## src/rtl/oob_gap_classifier.sv

```systemverilog
`timescale 1ns/1ps
module oob_gap_classifier #(
  parameter int CLK_PS      = 8000,
  parameter int WAKE_MIN_PS = 103470,
  parameter int WAKE_MAX_PS = 109870,
  parameter int INIT_MIN_PS = 310400,
  parameter int INIT_MAX_PS = 329600,
  parameter int QUIET_PS    = 600000,
  parameter int GLITCH_CYC  = 3,
  parameter int RUN_LEN     = 4
) (
  input  logic clk,
  input  logic rst,
  input  logic sig_det,
  output logic det_init,
  output logic det_wake
);
  localparam int WAKE_LO   = (WAKE_MIN_PS + CLK_PS - 1) / CLK_PS;
  localparam int WAKE_HI   = WAKE_MAX_PS / CLK_PS;
  localparam int INIT_LO   = (INIT_MIN_PS + CLK_PS - 1) / CLK_PS;
  localparam int INIT_HI   = INIT_MAX_PS / CLK_PS;
  localparam int QUIET_CYC = QUIET_PS / CLK_PS;
  localparam int GW = $clog2(QUIET_CYC + 1);
  localparam int BW = $clog2(GLITCH_CYC + 1);
  localparam int RW = $clog2(RUN_LEN + 1);

  logic [1:0]    sync;
  logic          s_q, qburst, gap_live, run_is_init;
  logic [BW-1:0] burst_cnt;
  logic [GW-1:0] gap_cnt, gap_hold, gap_now;
  logic [RW-1:0] run_cnt, run_next;

  wire s       = sync[1];
  wire rise    = s & ~s_q;
  wire qual    = s & (burst_cnt == BW'(GLITCH_CYC - 1));
  wire b_end   = ~s & qburst;
  wire timeout = gap_live & ~s & (gap_cnt >= GW'(QUIET_CYC));
  wire hit     = qual & gap_live;

  assign gap_now = rise ? gap_cnt : gap_hold;
  wire in_wake = (gap_now >= GW'(WAKE_LO)) && (gap_now <= GW'(WAKE_HI));
  wire in_init = (gap_now >= GW'(INIT_LO)) && (gap_now <= GW'(INIT_HI));
  wire same    = (run_cnt == '0) || (run_is_init == in_init);

  always_comb begin
    if (!(in_wake || in_init)) run_next = '0;
    else if (same)             run_next = run_cnt + RW'(1);
    else                       run_next = RW'(1);
  end

  wire done = hit && (in_wake || in_init) && (run_next == RW'(RUN_LEN));

  always_ff @(posedge clk) begin
    if (rst) begin
      sync        <= '0;
      s_q         <= 1'b0;
      burst_cnt   <= '0;
      qburst      <= 1'b0;
      gap_live    <= 1'b0;
      gap_cnt     <= '0;
      gap_hold    <= '0;
      run_cnt     <= '0;
      run_is_init <= 1'b0;
      det_init    <= 1'b0;
      det_wake    <= 1'b0;
    end else begin
      sync <= {sync[0], sig_det};
      s_q  <= s;
      if (!s) burst_cnt <= '0;
      else if (burst_cnt != BW'(GLITCH_CYC)) burst_cnt <= burst_cnt + BW'(1);
      if (rise) gap_hold <= gap_cnt;

      det_init <= done && in_init;
      det_wake <= done && in_wake;

      if (qual) qburst <= 1'b1;
      else if (b_end) qburst <= 1'b0;

      if (b_end) begin
        gap_live <= 1'b1;
        gap_cnt  <= GW'(1);
      end else if (qual) begin
        gap_live <= 1'b0;
      end else if (timeout) begin
        gap_live <= 1'b0;
      end else if (gap_live && gap_cnt < GW'(QUIET_CYC)) begin
        gap_cnt <= gap_cnt + GW'(1);
      end

      if (hit) begin
        run_cnt     <= done ? '0 : run_next;
        run_is_init <= in_init;
      end else if (timeout) begin
        run_cnt <= '0;
      end
    end
  end

  AST_NOT_BOTH:   assert property (@(posedge clk) disable iff (rst) !(det_init && det_wake));
  AST_INIT_PULSE: assert property (@(posedge clk) disable iff (rst) det_init |=> !det_init);
  AST_WAKE_PULSE: assert property (@(posedge clk) disable iff (rst) det_wake |=> !det_wake);
  AST_RUN_BOUND:  assert property (@(posedge clk) disable iff (rst) run_cnt < RW'(RUN_LEN));
  AST_GAP_BOUND:  assert property (@(posedge clk) disable iff (rst) gap_cnt <= GW'(QUIET_CYC));
  AST_DET_IN_BURST: assert property (@(posedge clk) disable iff (rst) (det_init || det_wake) |-> $past(s));
  AST_RESET_CLEAR: assert property (@(posedge clk) $past(rst) |-> (run_cnt == '0) && !gap_live && !det_init && !det_wake);
endmodule

```

## config.mk

```make
export PLATFORM = sky130hd
export DESIGN_NAME = oob_gap_classifier
export DESIGN_NICKNAME = d
export VERILOG_FILES = /design/src/rtl/oob_gap_classifier.sv
export SDC_FILE = /design/constraint.sdc
export NUM_CORES = 1
export LEC_CHECK = 0
export BUFFER_PORTS_ARGS = -buffer_cell sky130_fd_sc_hd__buf_2
export CORE_UTILIZATION = 54
export DETAILED_ROUTE_END_ITERATION = 6
export PLACE_DENSITY = 0.79
export SLEW_MARGIN = 20
export SYNTH_ARGS = -nofsm -noshare
export SYNTH_HDL_FRONTEND = slang
export SYNTH_SLANG_ARGS = --single-unit
```

## constraint.sdc

```tcl
create_clock -name clk -period 1.8 [get_ports clk]
set_clock_uncertainty 0.05 [all_clocks]
set_input_delay 0.18 -clock clk [delete_from_list [all_inputs] [get_ports clk]]
set_output_delay 0.18 -clock clk [all_outputs]
set_load 0.02 [all_outputs]
```

==> flow_metrics.py, run 1 <==
metrics = {
    "status": {
        "status": "finished, violations left",
        "violations": "negative setup slack",
    },
    "worst_setup_path": {
        "crit_family": "simple AND/OR/NAND/NOR gates",
        "crit_buf_inv": 2,
        "critPathRequiredTime_ns": 2.00,
        "worst_path_max_delay_cell": "or4_4",
        "worstPathMaxFanout": 4,
        "cpPeakStageDelay_ns": 0.46,
        "critPathArrivalTime_ns": 2.14,
        "worstSetupPathType": "reg -> reg",
        "endpoint_kind": "flip-flop",
        "critPathLaunchType": "flip-flop",
        "cpMostUsedCell": "buf_6",
        "cp_cell_sequence": "nand2b_4 > mux2i_4 > buf_6 > a21oi_4 > or4_4 > o211ai_4 > buf_6 > o21ai_2",
    },
    "timing": {
        "min_period_ns": 1.94,
        "hold_violations": 0,
        "fin_crit_sh_pct": 108,
        "fin_setup_tns_ns": -0.487,
        "final-setup-viol-count": 4,
        "slew_violations": 0,
        "relSlewSlack_pct": 76.0,
        "fmax_mhz": 516,
        "worst_pin_slew_ns": 0.360,
        "rsz0062_at_grt": "true",
        "setup_ws_ns": -0.139,
    },
    "pwr": {
        "p_int_mw": 0.707,
        "comb_power_share_pct": 5.2,
        "power_switching_mw": 0.220,
        "swShare_pct": 23.7,
        "ir_worst_vdd_mv": 0.369,
        "leakage_nw": 0.751,
        "clkPwrFrac_pct": 29.9,
        "seqPwrFrac_pct": 64.9,
        "pwr_density_cell_nw_per_um2": 480,
    },
    "job": {
        "maxCapViolations": 0,
    },
    "route": {
        "drc": 0,
        "ant_nets": 0,
        "wirelength_um": 3520,
        "vias": 1269,
        "drtIter0Drc": 19,
        "routed_via_density": 5.54,
        "routedWlPerCell_um": 15.3,
        "dr.pass1.iters": 4,
    },
    "placed_design": {
        "dpl.cell_count": 219,
        "dp_worst_setup_slack_ns": -0.232,
        "hpwl_um": 2430,
        "place.gp.congestion": 0.919,
        "port_buffers": 4,
        "place_area_um2": 1710,
    },
    "layout": {
        "instances_no_fill": 229,
        "num-fill-cells": 161,
        "diodes": 0,
        "finalNetCount": 208,
        "syn_to_final_growth_pct": 32.6,
        "final_cell_area_um2": 1930,
        "drive_gt1_share_pct": 40.7,
    },
    "logic_synthesis": {
        "synth.distinct_cells": 43,
        "postSynthCellCount": 161,
        "synthTopCellsByArea": "dfxtp_1 37%, nand2_1 6.2%, nor2_1 4.9%",
        "ys_dominant_reg_cell": "dfxtp_1",
        "synth-edff-count": 0,
        "netlist.top_cell.by_area": "dfxtp_1",
        "ys_async_sr_fraction_pct": 0,
        "synth_fp_nets": 169,
        "syn_avg_cell_area_um2": 9.05,
        "syn-cell-area_um2": 1460,
        "synth_top_area_share_pct": 37.1,
        "ys_ff_latch": 27,
        "yosys-top-cells-count": "27 x dfxtp_1, 24 x nand2_1, 19 x nor2_1",
        "yosysSeqAreaShare_pct": 37.1,
        "yosysWarnings": 0,
        "yosysMostFrequentCell": "dfxtp_1",
    },
    "clock_network": {
        "cts_max_level": 1,
        "cts_root_buf": "clkbuf_4",
        "clock_sinks": 27,
        "path_clk_slew_ns": 0.15,
        "cts_buffer_depth": 2,
        "cts_made_buffers": 3,
        "clk_latency_ns": 0.33,
        "cts_tree": "yes",
    },
    "floorplan": {
        "row_count": 18,
        "start_util_pct": 57.8,
        "core_area_um2": 2520,
        "die_h_um": 54.0,
        "io_pins": 5,
        "design.die.area_um2": 2910,
        "die_w_um": 54.0,
    },
    "grt": {
        "grt_pass1_wl_um": 5290,
        "grt_pass1_vias": 1209,
        "grt_use_total_pct": 25.4,
        "grt_antenna_before_repair": 0,
        "grt_max_degree": 16,
        "overflow": 0,
    },
    "worst_hold_path": {
        "hold_class": "in -> reg",
    },
}
==> what timing repair did <==
item | CTS | global route
pin swaps | 3 | 11
hold endpoints to repair | 1 | 0
setup endpoints to repair | 9 | 11
buffers inserted | 2 | 3
resized for setup | 15 | 20
gates cloned | 0 | 0
hold buffers | 1 | 0
==> worst paths after layout <==
path	startpoint	endpoint	slack [ns]	cells after the start
worst max-delay path	s_q	run_cnt[1]	-0.14	8
worst max register to register	s_q	run_cnt[1]	-0.14	8
worst min-delay path	rst	gap_cnt[0]	0.17	3
worst min register to register	sync[0]	sync[1]	0.41	1
==> power groups by stage <==
| stage | Sequential [mW] | Combinational, mW | Clock, mW |
|---|---|---|---|
| 3_3_place_gp | 0.616 | 0.0371 | 0 |
| 6_report | 0.602 | 0.0480 | 0.277 |
| 4_1_cts | 0.604 | 0.0421 | 0.274 |
| 5_1_grt | 0.602 | 0.0508 | 0.299 |
| 3_5_place_dp | 0.617 | 0.0384 | 0 |
| 2_1_floorplan | 0.616 | 0.0301 | 0 |
==> routing by layer <==
metal  global-route usage, %  vias up  wire, um
met5                       0        -         0
met4                    8.33        0        65
met3                    3.67        8        88
met2                    44.0       23      1820
met1                    31.8      616      1540
li1                        -      622         -
==> cell type report <==
type | count | area, um^2 | area share (%)
Timing Repair Buffer | 39 | 293 | 15.1
Multi-Input combinational cell | 119 | 982 | 50.8
Clock buffer | 4 | 26.3 | 1.36
Tap cell | 30 | 37.5 | 1.94
Inverter | 10 | 37.5 | 1.94
Sequential cell | 27 | 557 | 28.8
==> worst reg2reg max path: stages (launching register included) <==
cell and delay (ns):
dfxtp_2 0.38, nand2b_4 0.19, mux2i_4 0.26, buf_6 0.12, a21oi_4 0.06, or4_4 0.46, o211ai_4 0.16, buf_6 0.14
o21ai_2 0.04
==> flip-flops by register name, summed over array words and instances, names as in the netlist <==
| name | cells |
|---|---|
| det_init | 1 |
| qburst | 1 |
| gap_cnt | 7 |
| sync | 2 |
| det_wake | 1 |
| gap_hold | 7 |
| s_q | 1 |
| run_cnt | 3 |
| run_is_init | 1 |
| gap_live | 1 |
| burst_cnt | 2 |
==> kinds of logic (layout without fill, tap and decap cells) <==
kind of cell / Yosys count / count (layout) / synth area share [%]
multiplexers: 6 / 6 / 5.49
flip-flops: 27 / 27 / 37.1
buffers and inverters: 15 / 53 / 5.49
adder cells (fa/ha/maj): 5 / 5 / 4.29
XOR/XNOR: 6 / 6 / 3.61
AO/OA/AOI/OAI: 30 / 30 / 18.3
AND/OR/NAND/NOR: 72 / 72 / 25.8
==> cells in the final DEF, fill, tap and decap left out, drive strengths merged, types with 5 or more instances in the layout <==
| master | netlist | layout |
|---|---|---|
| dfxtp | 27 | 27 |
| nand2 | 24 | 24 |
| mux2i | 6 | 6 |
| ha | 5 | 5 |
| nor2b | 5 | 5 |
| nor2 | 19 | 19 |
| a21oi | 14 | 14 |
| nand2b | 10 | 10 |
| buf | 4 | 38 |
| inv | 10 | 10 |
==> through the flow <==
step | hold WS (ns) | total power, mW | utilization, %
floorplan | 0.202 | 0.646 | -
detailed placement | 0.347 | 0.655 | 68.0
global placement | 0.344 | 0.654 | 68.0
global route | 0.170 | 0.952 | 76.6
finish | 0.168 | 0.927 | 76.6
CTS | 0.174 | 0.920 | 72.9
No activity file was read; power rests on OpenSTA's default activity.
==> run 2, diff against run 1 <==
--- a/config.mk
+++ b/config.mk
@@ -5,10 +5,11 @@
 export SDC_FILE = /design/constraint.sdc
 export NUM_CORES = 1
 export LEC_CHECK = 0
-export BUFFER_PORTS_ARGS = -buffer_cell sky130_fd_sc_hd__buf_2
+export BUFFER_PORTS_ARGS = -buffer_cell sky130_fd_sc_hd__buf_4
 export CORE_UTILIZATION = 54
 export DETAILED_ROUTE_END_ITERATION = 6
 export PLACE_DENSITY = 0.79
+export SETUP_SLACK_MARGIN = 0.05
 export SLEW_MARGIN = 20
 export SYNTH_ARGS = -nofsm -noshare
 export SYNTH_HDL_FRONTEND = slang
==> flow_metrics.py, run 2 (synthesized netlist as in run 1, its figures left out) <==
metrics = {
    "status": {
        "status": "finished, violations left",
        "violations": "negative setup slack",
    },
    "timing": {
        "min_period_ns": 1.96,
        "setup_ws_ns": -0.156,
        "fin_crit_sh_pct": 109,
        "worst_pin_slew_ns": 0.396,
        "slew_violations": 0,
        "relSlewSlack_pct": 73.6,
        "hold_violations": 0,
        "fin_setup_tns_ns": -0.579,
        "rsz0062_at_grt": "true",
        "fmax_mhz": 511,
        "final-setup-viol-count": 6,
    },
    "floorplan": {
        "die_h_um": 54.0,
        "die_w_um": 54.0,
        "core_area_um2": 2520,
        "design.die.area_um2": 2910,
        "start_util_pct": 57.8,
        "row_count": 18,
        "io_pins": 5,
    },
    "clock_network": {
        "cts_buffer_depth": 2,
        "cts_root_buf": "clkbuf_4",
        "cts_max_level": 1,
        "cts_made_buffers": 3,
        "clk_latency_ns": 0.32,
        "path_clk_slew_ns": 0.15,
        "clock_sinks": 27,
        "cts_tree": "yes",
    },
    "pwr": {
        "clkPwrFrac_pct": 28.9,
        "p_int_mw": 0.701,
        "comb_power_share_pct": 5.6,
        "power_switching_mw": 0.210,
        "pwr_density_cell_nw_per_um2": 456,
        "ir_worst_vdd_mv": 0.393,
        "leakage_nw": 0.764,
        "swShare_pct": 23.1,
        "seqPwrFrac_pct": 65.6,
    },
    "route": {
        "routedWlPerCell_um": 17.7,
        "dr.pass1.iters": 4,
        "vias": 1318,
        "drc": 0,
        "wirelength_um": 4060,
        "ant_nets": 0,
        "routed_via_density": 5.76,
        "drtIter0Drc": 46,
    },
    "worst_setup_path": {
        "cp_cell_sequence": "nand2b_4 > mux2i_4 > buf_6 > mux2i_2 > nor3_4 > buf_4 > o21ai_2 > a211oi_1 > a21o_1",
        "rrSetupSlack_ns": -0.16,
        "critPathRequiredTime_ns": 2.04,
        "r2r-start": "s_q",
        "reg2reg_depth": 9,
        "cp-endpoint": "run_cnt[2]",
        "worstPathMaxFanout": 4,
        "crit_family": "simple AND/OR/NAND/NOR gates",
        "crit_start": "s_q",
        "cp.depth": 9,
        "critPathLaunchType": "flip-flop",
        "cpPeakStageDelay_ns": 0.37,
        "endpoint_kind": "flip-flop",
        "r2r_end": "run_cnt[2]",
        "critPathArrivalTime_ns": 2.19,
        "worst_path_max_delay_cell": "dfxtp_2",
        "crit_buf_inv": 2,
        "worstSetupPathType": "reg -> reg",
    },
    "grt": {
        "grt_use_total_pct": 26.2,
        "grt_max_degree": 17,
        "grt_pass1_wl_um": 5370,
        "overflow": 0,
        "grt_pass1_vias": 1218,
        "grt_antenna_before_repair": 0,
    },
    "layout": {
        "layout_commonest_cell": "buf_4",
        "final_cell_area_um2": 2000,
        "num-fill-cells": 139,
        "diodes": 0,
        "finalNetCount": 208,
        "syn_to_final_growth_pct": 37.1,
        "final_cell_mix": "33 x buf_4, 22 x nand2_1, 17 x nor2_1",
        "reg.largest.list": "gap_cnt: 7 flops, gap_hold: 7 flops, run_cnt: 3 flops",
        "drive_gt1_share_pct": 44.7,
    },
    "job": {
        "maxCapViolations": 0,
    },
    "worst_hold_path": {
        "hold_class": "in -> reg",
        "hp-start": "rst",
    },
    "placed_design": {
        "port_buffers": 4,
        "place_area_um2": 1700,
        "place.gp.congestion": 0.922,
        "hpwl_um": 2420,
    },
}
-- run 2: how the worst min path moves through the flow --
stage / endpoint / depth (start not counted)
2_1_floorplan: sync[0] / 1
3_3_place_gp: sync[0] / 2
3_5_place_dp: sync[0] / 2
4_1_cts: sync[0] / 2
5_1_grt: sync[1] / 2
6_report: sync[1] / 2
-- run 2: layout make-up --
| class | instances | area [um^2] | area share [%] |
|---|---|---|---|
| Clock inverter | 1 | 5.00 | 0.250 |
| Sequential cell | 27 | 567 | 28.4 |
| Timing Repair Buffer | 39 | 314 | 15.7 |
| Inverter | 10 | 37.5 | 1.88 |
| Clock buffer | 3 | 22.5 | 1.13 |
| Multi-Input combinational cell | 119 | 1010 | 50.8 |
| Tap cell | 30 | 37.5 | 1.88 |
-- run 2: layer usage --
layer	wire length [um]	vias to the layer above	track usage (%)	part of all wire, %
li1	-	625	-	-
met1	1580	634	31.1	39
met2	2160	48	44.2	53
met3	223	11	5.93	5.5
met4	109	0	12.7	2.7
met5	0	-	0	0
-- run 2: repair_timing --
action                     CTS  global route
setup buffers                6             2
gates cloned                 0             0
hold buffers                 0             1
hold endpoints to repair     0             1
pin swaps                    9            16
setup endpoints to repair    8            12
resized for setup           27            24
-- run 2: power groups by stage --
| stage | clock [mW] | combinational, mW | sequential [mW] |
|---|---|---|---|
| final | 0.263 | 0.0506 | 0.597 |
| after global routing | 0.292 | 0.0537 | 0.598 |
| after CTS | 0.266 | 0.0452 | 0.602 |
| after detailed placement | 0 | 0.0375 | 0.617 |
| after global placement | 0 | 0.0366 | 0.616 |
| after floorplan | 0 | 0.0301 | 0.616 |
-- run 2: stage by stage --
step           total power [mW]  utilization (%)  worst slack, ns  hold WS [ns]  std cells
4_1_cts                   0.913             73.7           -0.130       0.00416        226
6_report                  0.911             79.2           -0.156        0.0769        229
3_5_place_dp              0.654             67.5           -0.186         0.355        216
3_3_place_gp              0.653             67.5          -0.0992         0.349        216
2_1_floorplan             0.646                -           -0.130         0.202        161
5_1_grt                   0.943             79.2           -0.232        0.0686        229
